**src/rtl/rtc_rf_pkg.sv**
```systemverilog
package rtc_rf_pkg;
  parameter int unsigned ADDR_W     = 6;
  parameter int unsigned DATA_W     = 8;
  parameter int unsigned TIME_BYTES = 8;

  localparam int unsigned SPACE     = 1 << ADDR_W;
  localparam int unsigned RAM_BYTES = SPACE - TIME_BYTES;
  localparam int unsigned TIME_AW   = $clog2(TIME_BYTES);
  localparam int unsigned TIME_W    = TIME_BYTES * DATA_W;

  typedef logic [ADDR_W-1:0] addr_t;
  typedef logic [DATA_W-1:0] byte_t;

  localparam addr_t TIME_END = addr_t'(TIME_BYTES);
  localparam addr_t PTR_LAST = addr_t'(SPACE - 1);
endpackage

```
**src/rtl/rtc_rf_ptr.sv**
```systemverilog
module rtc_rf_ptr
  import rtc_rf_pkg::*;
(
  input  logic  clk_i,
  input  logic  rst_ni,
  input  logic  load_i,
  input  addr_t load_val_i,
  input  logic  step_i,
  output addr_t ptr_o,
  output logic  wrap_o
);
  addr_t ptr_q, ptr_d;
  logic  ptr_en;

  always_comb begin
    ptr_en = load_i | step_i;
    ptr_d  = load_i ? load_val_i : addr_t'(ptr_q + 1'b1);
  end

  always_ff @(posedge clk_i or negedge rst_ni) begin
    if (!rst_ni)     ptr_q <= '0;
    else if (ptr_en) ptr_q <= ptr_d;
  end

  assign ptr_o  = ptr_q;
  assign wrap_o = step_i & ~load_i & (ptr_q == PTR_LAST);
endmodule

```
**src/rtl/rtc_rf_shadow.sv**
```systemverilog
module rtc_rf_shadow
  import rtc_rf_pkg::*;
(
  input  logic               clk_i,
  input  logic               rst_ni,
  input  logic               snap_i,
  input  logic [TIME_W-1:0]  live_i,
  input  logic               wr_i,
  input  logic [TIME_AW-1:0] wr_idx_i,
  input  byte_t              wr_data_i,
  output logic [TIME_W-1:0]  shadow_o,
  output logic               tload_o,
  output logic [TIME_AW-1:0] tload_addr_o,
  output byte_t              tload_data_o
);
  logic [TIME_W-1:0]     sh_q, sh_d;
  logic [TIME_BYTES-1:0] byte_wr;
  logic                  tl_q;
  logic [TIME_AW-1:0]    ta_q;
  byte_t                 td_q;

  for (genvar k = 0; k < TIME_BYTES; k++) begin : g_sel
    assign byte_wr[k] = wr_i & (wr_idx_i == TIME_AW'(k));
  end

  always_comb begin
    sh_d = sh_q;
    for (int k = 0; k < TIME_BYTES; k++) begin
      if (byte_wr[k])  sh_d[k*DATA_W +: DATA_W] = wr_data_i;
      else if (snap_i) sh_d[k*DATA_W +: DATA_W] = live_i[k*DATA_W +: DATA_W];
    end
  end

  always_ff @(posedge clk_i or negedge rst_ni) begin
    if (!rst_ni) sh_q <= '0;
    else if (snap_i | wr_i) sh_q <= sh_d;
  end

  always_ff @(posedge clk_i or negedge rst_ni) begin
    if (!rst_ni) tl_q <= 1'b0;
    else         tl_q <= wr_i;
  end

  always_ff @(posedge clk_i or negedge rst_ni) begin
    if (!rst_ni) begin
      ta_q <= '0;
      td_q <= '0;
    end else if (wr_i) begin
      ta_q <= wr_idx_i;
      td_q <= wr_data_i;
    end
  end

  assign shadow_o     = sh_q;
  assign tload_o      = tl_q;
  assign tload_addr_o = ta_q;
  assign tload_data_o = td_q;
endmodule

```
**src/rtl/rtc_rf_ram.sv**
```systemverilog
module rtc_rf_ram
  import rtc_rf_pkg::*;
(
  input  logic  clk_i,
  input  logic  we_i,
  input  addr_t idx_i,
  input  byte_t wdata_i,
  output byte_t rdata_o
);
  byte_t mem_q [RAM_BYTES];
  localparam addr_t DEPTH = addr_t'(RAM_BYTES);

  always_ff @(posedge clk_i) begin
    if (we_i && idx_i < DEPTH) mem_q[idx_i] <= wdata_i;
  end

  assign rdata_o = (idx_i < DEPTH) ? mem_q[idx_i] : '0;
endmodule

```
**src/rtl/rtc_regfile.sv**
```systemverilog
module rtc_regfile
  import rtc_rf_pkg::*;
(
  input  logic               clk_i,
  input  logic               rst_ni,
  input  logic               bus_start_i,
  input  logic               bus_stop_i,
  input  logic               ptr_load_i,
  input  logic [ADDR_W-1:0]  ptr_val_i,
  input  logic               wr_en_i,
  input  logic [DATA_W-1:0]  wr_data_i,
  input  logic               rd_en_i,
  output logic [DATA_W-1:0]  rd_data_o,
  input  logic [TIME_W-1:0]  live_time_i,
  output logic               tload_o,
  output logic [TIME_AW-1:0] tload_addr_o,
  output logic [DATA_W-1:0]  tload_data_o
);
  logic [1:0]        rst_pipe_q;
  logic              rst_n;
  logic              access, wr_acc, in_time, wrap, snap;
  addr_t             ptr_q, ram_idx;
  byte_t             ram_rdata;
  logic [TIME_W-1:0] shadow_q;

  always_ff @(posedge clk_i or negedge rst_ni) begin
    if (!rst_ni) rst_pipe_q <= '0;
    else         rst_pipe_q <= {rst_pipe_q[0], 1'b1};
  end
  assign rst_n = rst_pipe_q[1];

  always_comb begin
    access  = (rd_en_i | wr_en_i) & ~ptr_load_i;
    wr_acc  = wr_en_i & ~ptr_load_i;
    in_time = ptr_q < TIME_END;
    snap    = bus_start_i | bus_stop_i | wrap;
    ram_idx = addr_t'(ptr_q - TIME_END);
  end

  rtc_rf_ptr u_ptr (
    .clk_i      (clk_i),
    .rst_ni     (rst_n),
    .load_i     (ptr_load_i),
    .load_val_i (ptr_val_i),
    .step_i     (access),
    .ptr_o      (ptr_q),
    .wrap_o     (wrap)
  );

  rtc_rf_shadow u_shadow (
    .clk_i        (clk_i),
    .rst_ni       (rst_n),
    .snap_i       (snap),
    .live_i       (live_time_i),
    .wr_i         (wr_acc & in_time),
    .wr_idx_i     (ptr_q[TIME_AW-1:0]),
    .wr_data_i    (wr_data_i),
    .shadow_o     (shadow_q),
    .tload_o      (tload_o),
    .tload_addr_o (tload_addr_o),
    .tload_data_o (tload_data_o)
  );

  rtc_rf_ram u_ram (
    .clk_i   (clk_i),
    .we_i    (wr_acc & ~in_time),
    .idx_i   (ram_idx),
    .wdata_i (wr_data_i),
    .rdata_o (ram_rdata)
  );

  assign rd_data_o = in_time ? shadow_q[ptr_q[TIME_AW-1:0]*DATA_W +: DATA_W] : ram_rdata;
endmodule

```
**config.mk**
```make
export PLATFORM = sky130hd
export DESIGN_NAME = rtc_regfile
export DESIGN_NICKNAME = d
export VERILOG_FILES = /design/src/rtl/rtc_rf_pkg.sv /design/src/rtl/rtc_rf_ptr.sv /design/src/rtl/rtc_rf_shadow.sv /design/src/rtl/rtc_rf_ram.sv /design/src/rtl/rtc_regfile.sv
export SDC_FILE = /design/constraint.sdc
export NUM_CORES = 1
export LEC_CHECK = 0
export BUFFER_PORTS_ARGS = -buffer_cell sky130_fd_sc_hd__buf_2
export CAP_MARGIN = 10
export CORE_MARGIN = 10
export CORE_UTILIZATION = 55
export CTS_CLUSTER_SIZE = 25
export DETAILED_ROUTE_END_ITERATION = 6
export PLACE_DENSITY = 0.82
export RECOVER_POWER = 100
export SLEW_MARGIN = 5
export SYNTH_ARGS = -nofsm -noshare
export SYNTH_HDL_FRONTEND = slang
export SYNTH_HIERARCHICAL = 1
export SYNTH_SLANG_ARGS = --single-unit
```
**constraint.sdc**
```tcl
create_clock -name clk_i -period 3.4 [get_ports clk_i]
set_input_delay 0.17 -clock clk_i [delete_from_list [all_inputs] [get_ports clk_i]]
set_output_delay 0.17 -clock clk_i [all_outputs]
set_load 0.05 [all_outputs]
```
# After elaboration in Yosys (flattened, before gate mapping)
# Memories as Yosys holds them, arrays and structs flattened.
# Cells that the tools add are included.
[classes]
magnitude_cmp = 2
n_bitwise = 21
addsub = 2
n_div = 0
n_eq_ne = 8
mux = 21
multipliers = 0
shifts = 1
n_reduce_logical = 18
[op_table]
columns = ["cell", "n"]
rows = [
  ["$mux W8", 18],
  ["$shiftx A64 B7 Y8", 1],
  ["$reduce_and A2 Y1", 8],
  ["$reduce_bool A2 Y1", 8],
  ["$and A1 B1 Y1", 14],
  ["$eq A3 B3 Y1 const B", 4],
  ["$add A6 B1 Y6 const B", 1],
  ["$eq A3 B2 Y1 const B", 2],
  ["$eq A6 B6 Y1 const B", 1],
  ["$lt A6 B4 Y1 const B", 1],
  ["$lt A6 B6 Y1 const B", 1],
  ["$mux W6", 1],
  ["$sub A6 B4 Y6 const B", 1],
  ["$or A1 B1 Y1", 5],
  ["$eq A3 B1 Y1 const B", 1],
  ["$logic_not A3 Y1", 1],
  ["$mux W1", 2],
  ["$not A1 Y1", 2],
  ["$logic_and A1 B1 Y1", 1],
]
[word_totals]
latchBits = 0
n_memories = 1
ram_bits = 448
register_bits = 84
romBits = 0
output_inout_bits = 20
wordCells = 87
inputBits = 85
[mem_list]
columns = ["name", "depth", "width", "rd", "rd_clocked_by_memory_dff", "write_ports", "line", "rtl"]
rows = [
  ["u_ram.mem_q", 56, 8, 1, 0, 1, "rtc_rf_ram.sv:10", "byte_t mem_q [RAM_BYTES];"],
]

# Logic depth before layout (Yosys ltp)
# Gate-level depths: netlist of run 1.
[depth]
depth_word = 7
mapped_depth = 13
mapped_depth_nobuf = 11

# Modules after synthesis
# The synthesis of run 1 kept the hierarchy.
[modules_own_cells]
columns = ["mod", "area_each_um2", "instances", "seq_area_each_um2", "cells_per_inst"]
rows = [
  ["rtc_rf_ram", 17569.4, 1, 13452.9, 996],
  ["rtc_rf_shadow", 3662.3, 1, 1901.8, 239],
  ["rtc_regfile", 825.8, 1, 50.0, 90],
  ["rtc_rf_ptr", 331.6, 1, 150.1, 36],
]

# Least setup slack after synthesis of run 1
# Ideal clock, no wire load.
[synth_path]
kind = "reg2out"
from = "reg u_ptr.ptr_q[3], in the netlist u_ptr/ptr_o[3]"
to = "out rd_data_o[3]"
n_path_buf = 2
arrival_time_ns = 2.327
path_stages_with_launch = 14
required_ns = 3.230
slack_ns = 0.903
cell_sequence = "dfrtp_1 -> inv_1 -> ha_1 -> inv_1 -> buf_2 -> nor2b_1 -> nand2_1 -> clkbuf_1 -> o22ai_1 -> o21a_1 -> a2111oi_0 -> a21oi_1 -> nand2_1 -> o31ai_2"
[synth_via]
elab_chain_cells = 4
word_cells_on_any_way = 6
cone_classes = "1 x add/sub; 2 x order compare; 2 x mux; 1 x memory"
[synth_lines]
columns = ["element", "line", "rtl"]
rows = [
  ["start, declared", "rtc_rf_ptr.sv:12", "addr_t ptr_q, ptr_d;"],
  ["start signal, assigned", "rtc_rf_ptr.sv:22", "else if (ptr_en) ptr_q <= ptr_d;"],
  ["$sub A6 B4 Y6 (*)", "rtc_regfile.sv:37", "ram_idx = addr_t'(ptr_q - TIME_END);"],
  ["named net ram_idx[3]", "rtc_regfile.sv:22", "addr_t ptr_q, ram_idx;"],
  ["$mem_v2 Z56 W8 / $lt A6 B6 Y1 (equally long branches)", "--", ""],
  ["$mux W8 (*)", "rtc_rf_ram.sv:17", "assign rdata_o = (idx_i < DEPTH) ? mem_q[idx_i] : '0;"],
  ["named net ram_rdata[3]", "rtc_regfile.sv:23", "byte_t ram_rdata;"],
  ["$mux W8 (*)", "rtc_regfile.sv:72", "assign rd_data_o = in_time ? shadow_q[ptr_q[TIME_AW-1:0]*DATA_W +: DATA_W] : ram_rdata;"],
  ["end, declared", "rtc_regfile.sv:13", "output logic [DATA_W-1:0] rd_data_o,"],
]
# Mark *: on every way through the listed nets, which the timed path passes. The rest lies on a longest branch.

# Final worst setup path of run 1
[layout_path]
from = "reg u_ptr.ptr_q[2], in the netlist u_ptr/ptr_o[2]"
to = "out rd_data_o[5]"
[layout_via]
elab_chain_cells = 4
word_cells_on_any_way = 7
cone_classes = "1 x add/sub; 2 x order compare; 1 x shift; 2 x mux; 1 x memory"
[layout_lines]
columns = ["element", "line"]
rows = [
  ["$sub A6 B4 Y6 (*)", "rtc_regfile.sv:37"],
  ["$mem_v2 Z56 W8 / $lt A6 B6 Y1 (equally long branches)", "--"],
  ["$mux W8 (*)", "rtc_rf_ram.sv:17"],
  ["named net ram_rdata[5]", "rtc_regfile.sv:23"],
  ["$mux W8 (*)", "rtc_regfile.sv:72"],
]
# Marked as above.

==> impl_results.md, run 1 <==
- Result of the run: finished with violations
- Synthesis-stage register bit count: 532
- Number of vias after detailed routing: 14.8k
- Total met2 wirelength after detailed routing: 31.7 mm
- Worst setup slack before clock tree synthesis: 0.282 ns
- Signal arrival time at the worst endpoint: 3.27 ns
- Static power due to leakage: 0.00953 uW
- Nets: 1736
- Number of enable flip-flop cells after synthesis: 448
- Clock transition time at the flip-flop clock pins of the worst setup and hold paths: 0.06 ns
- Fraction of synthesized cell area taken by the top area cell type: 0.601
- Sequential share of power: 0.456
- Overall die width: 222 microns
- Initial antenna violation count: 1
- Async set-reset flop share out of synthesis: 0.158
- Dominant combinational cell family by area after synthesis: multiplexers
- Die area: 49200 sq um
- Largest voltage drop on the vdd net: 483 uV
- Kind of critical path: flop to primary output
- R2R Setup Slk: 0.29 ns
- Endpoint of the worst register-to-register path: u_shadow/shadow_o[32]$_DFFE_PN0P_
- Residual overflow from global routing: 0
- Setup violators final: 3
- First-pass detailed-route iteration total: 6
- Top post-synthesis cells by area: sky130_fd_sc_hd__edfxtp_1 60%, sky130_fd_sc_hd__dfrtp_1 9.4%, sky130_fd_sc_hd__mux2_2 8.1%, sky130_fd_sc_hd__mux2i_1 2.9%, sky130_fd_sc_hd__mux4_2 2.8%
- CTS sink count: 532
- Leading area contributor after synthesis: sky130_fd_sc_hd__edfxtp_1
- Dominant synthesized flop cell: sky130_fd_sc_hd__edfxtp_1
- Final count of pins violating max slew: 482
- Violations in the final reports: capacitance limit, slew limit, setup timing
- Wire length of the first global-routing pass: 96.6 mm
- Headroom to the max-slew limit: -0.782
- RSZ-0062 raised after global routing: yes
- Die Y-Extent: 222 microns
- Fraction of the mapped netlist area in adder cells: 0.00112
- Worst endpoint required time: 3.23 ns
- DP Wirelength: 39.6 mm
- Synthesized-area fraction occupied by ao, oa, aoi and oai cells: 0.0844
- Area inside the core boundary: 40000 sq um
- Worst setup path endpoint: rd_data_o[5]
- Effective utilization at floorplan: 0.560
- # DRC: 0
- CTS tree: done
- Worst-path fanout max: 10
- Post-layout minimum cycle time: 3.44 ns
- Pin count of the biggest net entering global routing: 66
- Hold Startpoint: ptr_load_i
- Area fraction in and, or, nand and nor cells after synthesis: 0.0406
- Mapped Area: 22400 sq um
- Post-synthesis xor/xnor area fraction: 0.00196
- Buffers on Ports: 104
- Slew at the pin closest to its max-slew limit: 2.67 ns
- Largest buffer count on any clock path: 3
- Setup crit end kind: primary output
- Layout overhead on the synthesized area: 21.8%
- Count of unique library cells instantiated by Yosys: 66
- Ys Warns: 6
- Worst hold margin: 0.124 ns
- Wirelength per Cell: 30.1 microns
- H-tree level count: 2
- Highest routed metal layer: met4
- Combinational cell fraction of total power: 0.197
- Pwr dens: 590 nW/um^2
- Final setup skew: 0.0208 ns
- Count of mapped cells out of synthesis: 1361
- Cell depth of the worst flop-to-flop path: 9
- Clk Tree Root Cell: sky130_fd_sc_hd__clkbuf_16
- Max Fclk: 291 MHz
- Clock power share: 0.347
- Ports placed on the boundary: 105
- Post-synthesis average cell area: 16.5 sq um
- Part of the Yosys area used for sequential elements: 0.695
- Ratio of final minimum period to clock period: 1.01
- Number of nets in the synthesized netlist: 1448
- # rows: 73
- Number of DRC markers in iteration 0: 1986
- Post-layout util: 0.682
- Clock buffers created by TritonCTS: 52
- Setup crit start kind: flop
- Total routed wire length on the met1 layer: 24.1 mm
- Final routed wirelength across all metal layers: 66.7 mm
- Kind of path behind the tightest hold check: input pin to flop
- Setup slack after layout: -0.0381 ns
- Post-route ant nets: 0
- Int Power: 11700 uW
- Net Sw Frac: 0.276
- Launch point of the critical path: u_ptr/ptr_o[2]$_DFFE_PN0P_
- Mux contribution to synthesized area: 0.151
- Switching power summed over all nets: 4440 uW
- Vias per inst: 6.67
- Count of max-cap constraint violations: 11
- Met3 Wirelength: 7.77 mm
- Clock latency of the later-clocked register in the worst-skew pair: 0.59 ns
- Vias in the first global route: 15.0k
- Fraction of layout instances using a drive strength above 1: 0.345
- Reg-to-Reg Start: u_ptr/ptr_o[0]$_DFFE_PN0P_
- Hold violation count in the final report: 0
- RePlAce Congestion: 1.04
- Total track usage: 0.258
## Yosys cell counts, drive strengths merged, types with 4 or more instances
| cell | n |
|---|---|
| o221ai | 4 |
| nor2b | 11 |
| o21ai | 24 |
| buf | 67 |
| inv | 6 |
| a221oi | 63 |
| xor2 | 4 |
| a211oi | 6 |
| mux4 | 28 |
| nor2 | 89 |
| edfxtp | 448 |
| o22ai | 30 |
| nand2 | 44 |
| a21oi | 26 |
| mux2i | 64 |
| o31a | 4 |
| clkbuf | 26 |
| a22o | 12 |
| nand2b | 5 |
| nand3 | 11 |
| o31ai | 8 |
| o22a | 7 |
| a31oi | 8 |
| mux2 | 185 |
| nor3 | 5 |
| a22oi | 34 |
| dfrtp | 84 |
| and2 | 5 |
| o211ai | 5 |
## layer usage
metal	global-route usage	vias to the layer above
li1	-	6024
met1	0.326	7359
met2	0.414	1148
met3	0.0684	244
met4	0.113	0
met5	0	-
## cell usage in the layout, fill, tap and decap left out, types with 28 or more instances in the layout
cell,count
sky130_fd_sc_hd__dlygate4sd3_1,77
sky130_fd_sc_hd__nor2_1,87
sky130_fd_sc_hd__a221oi_1,43
sky130_fd_sc_hd__dfrtp_1,81
sky130_fd_sc_hd__mux4_2,28
sky130_fd_sc_hd__o22ai_1,29
sky130_fd_sc_hd__edfxtp_1,448
sky130_fd_sc_hd__mux2_2,162
sky130_fd_sc_hd__buf_4,107
sky130_fd_sc_hd__buf_2,77
sky130_fd_sc_hd__clkbuf_1,40
sky130_fd_sc_hd__a22oi_1,31
sky130_fd_sc_hd__nand2_1,42
sky130_fd_sc_hd__clkbuf_16,54
sky130_fd_sc_hd__mux2i_1,55
## kinds of logic (layout without fill, tap and decap cells)
logic type	count (synthesis)	after routing
compound gates	251	251
simple gates	194	194
mux	277	277
other cells	1	2
xor+xnor	5	5
buf+inv	99	427
flops	532	532
fa+ha+maj	2	2
## power by group through the flow
stage | registers [uW] | clock network [uW] | logic, uW
after detailed placement | 7480 | 0 | 2560
after global placement | 7470 | 0 | 2540
after CTS | 7330 | 5600 | 2880
after floorplan | 7600 | 0 | 1470
final | 7340 | 5590 | 3170
after global routing | 7350 | 5870 | 3260
## stage by stage
step	total power (uW)	cells	cell area (sq um)	setup TNS, ns
final	16100	2215	27300	-0.0735
after global routing	16500	2214	27300	-0.265
after CTS	15800	2201	26900	0
after detailed placement	10000	2014	24000	0
after global placement	10000	2014	24000	0
after floorplan	9070	1361	22400	0
## worst max-delay path, stage by stage (launching register included)
cell and delay (ns):
sky130_fd_sc_hd__dfrtp_4 0.49, sky130_fd_sc_hd__buf_12 0.16, sky130_fd_sc_hd__buf_12 0.15, sky130_fd_sc_hd__buf_4 0.14, sky130_fd_sc_hd__mux2_1 0.35, sky130_fd_sc_hd__a221oi_2 0.26, sky130_fd_sc_hd__o22ai_1 0.13, sky130_fd_sc_hd__nand2_1 0.13
sky130_fd_sc_hd__o311ai_1 0.12, sky130_fd_sc_hd__o31a_1 0.36, sky130_fd_sc_hd__nand2_1 0.11, sky130_fd_sc_hd__o31ai_2 0.10, sky130_fd_sc_hd__buf_6 0.17
## worst min path at each step
stage	end	slack, ns	cells past startpoint
5_1_grt	u_ptr/ptr_o[1]$_DFFE_PN0P_	0.16	3
6_report	u_ptr/ptr_o[5]$_DFFE_PN0P_	0.12	3
3_5_place_dp	rst_pipe_q[0]$_DFF_PN0_	-0.04	1
2_1_floorplan	rst_pipe_q[0]$_DFF_PN0_	-0.13	0
4_1_cts	u_ptr/ptr_o[2]$_DFFE_PN0P_	0.04	3
3_3_place_gp	rst_pipe_q[0]$_DFF_PN0_	-0.04	1
## repair_timing
item | 4_1_cts | 5_1_grt
resized for setup | 62 | 75
hold buffers | 77 | 0
pin swaps | 9 | 25
cloned | 3 | 1
buffers inserted | 13 | 11
endpoints found under the hold margin | 72 | 0
setup endpoints to repair | 8 | 8
## area by class of cell
| cell class | instances | area (sq um) |
|---|---|---|
| sequential | 532 | 15600 |
| fill | 2504 | 12700 |
| antenna | 1 | 2.50 |
| timing repair buffer | 327 | 2670 |
| clock inverter | 28 | 239 |
| inverter | 6 | 27.5 |
| clock buffer | 66 | 1400 |
| multi-input combinational | 730 | 6720 |
| tap | 525 | 657 |
## registers in the layout (all words and copies together) (netlist names)
register / count
u_ptr/ptr_o: 6
u_shadow/tload_data_o: 8
rst_pipe_q: 2
u_ram/mem_q: 448
u_shadow/shadow_o: 64
u_shadow/tload_addr_o: 3
u_shadow/tload_o: 1
No activity file was read; power rests on OpenSTA's default activity.
==> inputs of run 2 (changes only) <==
--- a/config.mk
+++ b/config.mk
@@ -5,13 +5,14 @@
 export SDC_FILE = /design/constraint.sdc
 export NUM_CORES = 1
 export LEC_CHECK = 0
+export ABC_AREA = 1
 export BUFFER_PORTS_ARGS = -buffer_cell sky130_fd_sc_hd__buf_2
 export CAP_MARGIN = 10
 export CORE_MARGIN = 10
 export CORE_UTILIZATION = 55
 export CTS_CLUSTER_SIZE = 25
 export DETAILED_ROUTE_END_ITERATION = 6
-export PLACE_DENSITY = 0.82
+export PLACE_DENSITY = 0.81
 export RECOVER_POWER = 100
 export SLEW_MARGIN = 5
 export SYNTH_ARGS = -nofsm -noshare
==> run 2 against run 1 <==
  * The run ends with DRC, capacitance limit, slew limit left
  * Sequential share of layout area down 2.2 points
  * Non-clock buffer count down 40
  * Power decreased by 1.2%
  * Maximum frequency increased by 4.2%
  * Critical path type unchanged
  * Critical endpoint unchanged
==> impl_results.md, run 2 <==
- Result of the run: finished with violations
- Violations in the final reports: DRC, capacitance limit, slew limit
- Dominant combinational cell family by area after synthesis: simple AND/OR/NAND/NOR gates
- Wirelength per Cell: 19.3 microns (-36%)
- Headroom to the max-slew limit: -0.984 (-0.202)
- Buffers on Ports: 104 (unchanged)
- Die area: 53300 sq um (+8.5%)
- # DRC: 14 (+14)
- Cell total after placement: 3384 (+68%)
- Synthesized-area fraction occupied by ao, oa, aoi and oai cells: 0.00869 (-0.0757)
- Clock latency of the later-clocked register in the worst-skew pair: 0.62 ns (+0.03 ns)
- Launch point of the critical path: u_ptr/ptr_o[0]$_DFFE_PN0P_
- Clk Tree Root Cell: sky130_fd_sc_hd__clkbuf_16
- Max Fclk: 303 MHz (+4.2%)
- Register containing the most flip-flops in the final layout: u_ram/mem_q
- Layout overhead on the synthesized area: 16.0%
- Final sum of negative setup slack: 0 ns (+0.0735 ns)
- Most used standard cell by instance count after synthesis: sky130_fd_sc_hd__nand2_1
- Reg-to-Reg Start: u_ptr/ptr_o[3]$_DFFE_PN0P_
- Setup crit start kind: flop
- CTS sink count: 532 (unchanged)
- Number of vias after detailed routing: 19.8k (+34%)
- Endpoint of the worst register-to-register path: u_shadow/shadow_o[39]$_DFFE_PN0P_
- Mapped Area: 24500 sq um (+9.3%)
- # rows: 77 (+5.5%)
- Mux contribution to synthesized area: 0 (-0.151)
- Number of nets in the synthesized netlist: 2810 (+94%)
- RePlAce Congestion: 0.968 (-6.8%)
- Fraction of layout instances using a drive strength above 1: 0.102 (-0.243)
- Die Y-Extent: 231 microns (+4.1%)
- Leading area contributor after synthesis: sky130_fd_sc_hd__edfxtp_1
- Most frequent cells after synthesis: 1650 x sky130_fd_sc_hd__nand2_1, 448 x sky130_fd_sc_hd__edfxtp_1, 150 x sky130_fd_sc_hd__nand3_1
- Pin count of the biggest net entering global routing: 83 (+26%)
- Residual overflow from global routing: 0 (unchanged)
- Post-layout minimum cycle time: 3.30 ns (-0.138 ns)
- Signal arrival time at the worst endpoint: 3.13 ns (-0.14 ns)
- R2R Setup Slk: 0.38 ns (+0.09 ns)
- Setup violators final: 0 (-3)
- Post-Layout Inst Area: 28400 sq um (+4.1%)
- Synthesis-stage register bit count: 532 (unchanged)
- Most frequent standard cell in the layout excluding fill and tap cells: sky130_fd_sc_hd__nand2_1
- CTS tree: done
- Count of max-cap constraint violations: 9 (-2)
- H-tree level count: 2 (unchanged)
- Hold violation count in the final report: 0 (unchanged)
- Total track usage: 0.252 (-0.00690)
- Slew at the pin closest to its max-slew limit: 2.98 ns (+0.303 ns)
- Clock transition time at the flip-flop clock pins of the worst setup and hold paths: 0.06 ns (about the same)
- Final setup skew: 0.0373 ns (+0.0164 ns)
- Count of mapped cells out of synthesis: 2723 (+100%)
- Cell depth of the worst flop-to-flop path: 9 (unchanged)
- Largest buffer count on any clock path: 3 (unchanged)
- Area used by multi-input combinational logic: 7770 sq um (+16%)
- Kind of path behind the tightest hold check: input pin to flop
- Worst setup path endpoint: rd_data_o[5]
- Number of DRC markers in iteration 0: 2587 (+30%)
- Post-synthesis average cell area: 8.99 sq um (-45%)
- Worst-path fanout max: 53 (+43)
- Ys Warns: 6 (unchanged)
- Static power due to leakage: 0.0128 uW (+35%)
- First-pass detailed-route iteration total: 7 (+1)
- Kind of critical path: flop to primary output
- Instance area at placement: 25800 sq um (+7.4%)
- Area inside the core boundary: 44100 sq um (+10%)
- Nets: 3026 (+74%)
- Setup crit end kind: primary output
- Dominant synthesized flop cell: sky130_fd_sc_hd__edfxtp_1
- Initial antenna violation count: 3 (+2)
- Count of unique library cells instantiated by Yosys: 38 (-42%)
- Storage element area: 15600 sq um (about the same)
- Largest voltage drop on the vdd net: 505 uV (+4.6%)
- Final count of pins violating max slew: 439 (-8.9%)
- Pwr dens: 560 nW/um^2 (-5.1%)
- Part of the Yosys area used for sequential elements: 0.636 (-0.0592)
- Vias in the first global route: 19.2k (+28%)
- Number of enable flip-flop cells after synthesis: 448 (unchanged)
- DP Wirelength: 41.8 mm (+5.5%)
- Post-synthesis xor/xnor area fraction: 0.000716 (-0.00124)
- Clock buffers created by TritonCTS: 53 (+1.9%)
- Area fraction in and, or, nand and nor cells after synthesis: 0.306 (+0.265)
- Fill cell total of the finished layout: 3418 (+37%)
- Vias per inst: 5.54 (-17%)
- Fraction of the mapped netlist area in adder cells: 0.00102 (-0.0000953)
- RSZ-0062 raised after global routing: yes
- Ports placed on the boundary: 105 (unchanged)
- Worst endpoint required time: 3.23 ns (about the same)
- Overall die width: 231 microns (+4.1%)
- Async set-reset flop share out of synthesis: 0.158 (unchanged)
- Post-route ant nets: 0 (unchanged)
- Top post-synthesis cells by area: sky130_fd_sc_hd__edfxtp_1 55%, sky130_fd_sc_hd__nand2_1 25%, sky130_fd_sc_hd__dfrtp_1 8.6%, sky130_fd_sc_hd__nand3_1 3.1%, sky130_fd_sc_hd__nor2_1 1.4%
- Final cell count without fillers: 3577 (+61%)
- Max reg flops: 448 (unchanged)
- Fraction of synthesized cell area taken by the top area cell type: 0.550 (-0.0512)
- Commonest non-fill, non-tap cells in the layout: 1650 x sky130_fd_sc_hd__nand2_1, 448 x sky130_fd_sc_hd__edfxtp_1, 150 x sky130_fd_sc_hd__nand3_1
- Final routed wirelength across all metal layers: 69.0 mm (+3.4%)
- Ratio of final minimum period to clock period: 0.971 (-0.0405)
- Wire length of the first global-routing pass: 105 mm (+9.0%)
- Effective utilization at floorplan: 0.555 (-0.00494)
==> run 2: cell count changes in the layout (fill, tap and decap cells not counted), sizes merged, moves of 12 or more <==
cell	previous run	this run
o22ai	30	0
buf	216	187
nand2	44	1651
clkinv	21	36
mux4	28	0
mux2i	64	0
clkbuf	97	84
a221oi	63	0
inv	6	96
a22o	12	0
mux2	185	0
nand3	11	150
a22oi	34	2
==> run 2: worst min path at each step <==
stage / slack (ns) / from / end / cells past startpoint
after global routing: 0.08 / ptr_load_i / u_ptr/ptr_o[1]$_DFFE_PN0P_ / 4
after floorplan: -0.13 / rst_ni / rst_pipe_q[0]$_DFF_PN0_ / 0
after CTS: 0.02 / ptr_load_i / u_ptr/ptr_o[1]$_DFFE_PN0P_ / 4
after global placement: -0.04 / rst_ni / rst_pipe_q[0]$_DFF_PN0_ / 1
after detailed placement: -0.04 / rst_ni / rst_pipe_q[1]$_DFF_PN0_ / 1
final: 0.06 / ptr_load_i / u_ptr/ptr_o[1]$_DFFE_PN0P_ / 4
==> run 2: kinds of logic (layout without fill, tap and decap cells) <==
group,after synthesis,in the layout
compound gates,39,39
xor+xnor,2,2
fa+ha+maj,2,2
buf+inv,232,490
flops,532,532
other cells,1,5
simple gates,1915,1915
==> run 2: final cells by class <==
type,count,share of cell area
sequential,532,0.548
multi-input combinational,1959,0.274
timing repair buffer,287,0.0789
clock buffer,61,0.0478
tap,592,0.0261
inverter,106,0.0149
clock inverter,36,0.0101
antenna,4,0.000353
==> run 2: per-layer routing <==
layer / track usage / up-vias / wire (microns)
met5: 0 / - / 0
met1: 0.315 / 9235 / 25800
met2: 0.410 / 1196 / 32900
li1: - / 9116 / -
met3: 0.0480 / 265 / 6780
met4: 0.134 / 0 / 3620
==> run 2: what timing repair did <==
action                                  4_1_cts  5_1_grt
hold buffers                                 77        0
endpoints found under the setup margin        8        8
gates resized for setup                      10       15
pin swaps                                     0        4
hold endpoints to repair                     73        0
cloned                                        0        2
setup buffers                                 2       11
==> run 2: critical path, stage by stage, from the launching register on <==
cell,delay [ns]
sky130_fd_sc_hd__dfrtp_4,0.55
sky130_fd_sc_hd__clkinv_8,0.19
sky130_fd_sc_hd__buf_12,0.29
sky130_fd_sc_hd__nand2_1,0.11
sky130_fd_sc_hd__nand2_1,0.09
sky130_fd_sc_hd__nand2_1,0.06
sky130_fd_sc_hd__nand2_1,0.07
sky130_fd_sc_hd__nand2_1,0.05
sky130_fd_sc_hd__nand2_1,0.09
sky130_fd_sc_hd__nand2_1,0.09
sky130_fd_sc_hd__nand2_1,0.12
sky130_fd_sc_hd__nor2_1,0.05
sky130_fd_sc_hd__a21oi_1,0.22
sky130_fd_sc_hd__nand2_1,0.10
sky130_fd_sc_hd__nand2_1,0.09
sky130_fd_sc_hd__buf_2,0.28
==> run 2: report_power, final <==
group	internal, uW	switching, uW	total, uW
Sequential	7240	125	7370
Combinational	823	2170	2990
Clock	3040	2510	5550
==> run 2: per-stage QoR <==
| step | power, uW | hold slack (ns) | util | setup WS (ns) |
|---|---|---|---|---|
| global route | 16400 | 0.0833 | 0.643 | -0.00799 |
| floorplan | 9310 | -0.126 | - | 0.752 |
| finish | 15900 | 0.0554 | 0.644 | 0.0994 |
| CTS | 15800 | 0.0194 | 0.640 | 0.0175 |
| detailed placement | 10200 | -0.0398 | 0.584 | 0.441 |
| global placement | 10200 | -0.0446 | 0.584 | 0.478 |
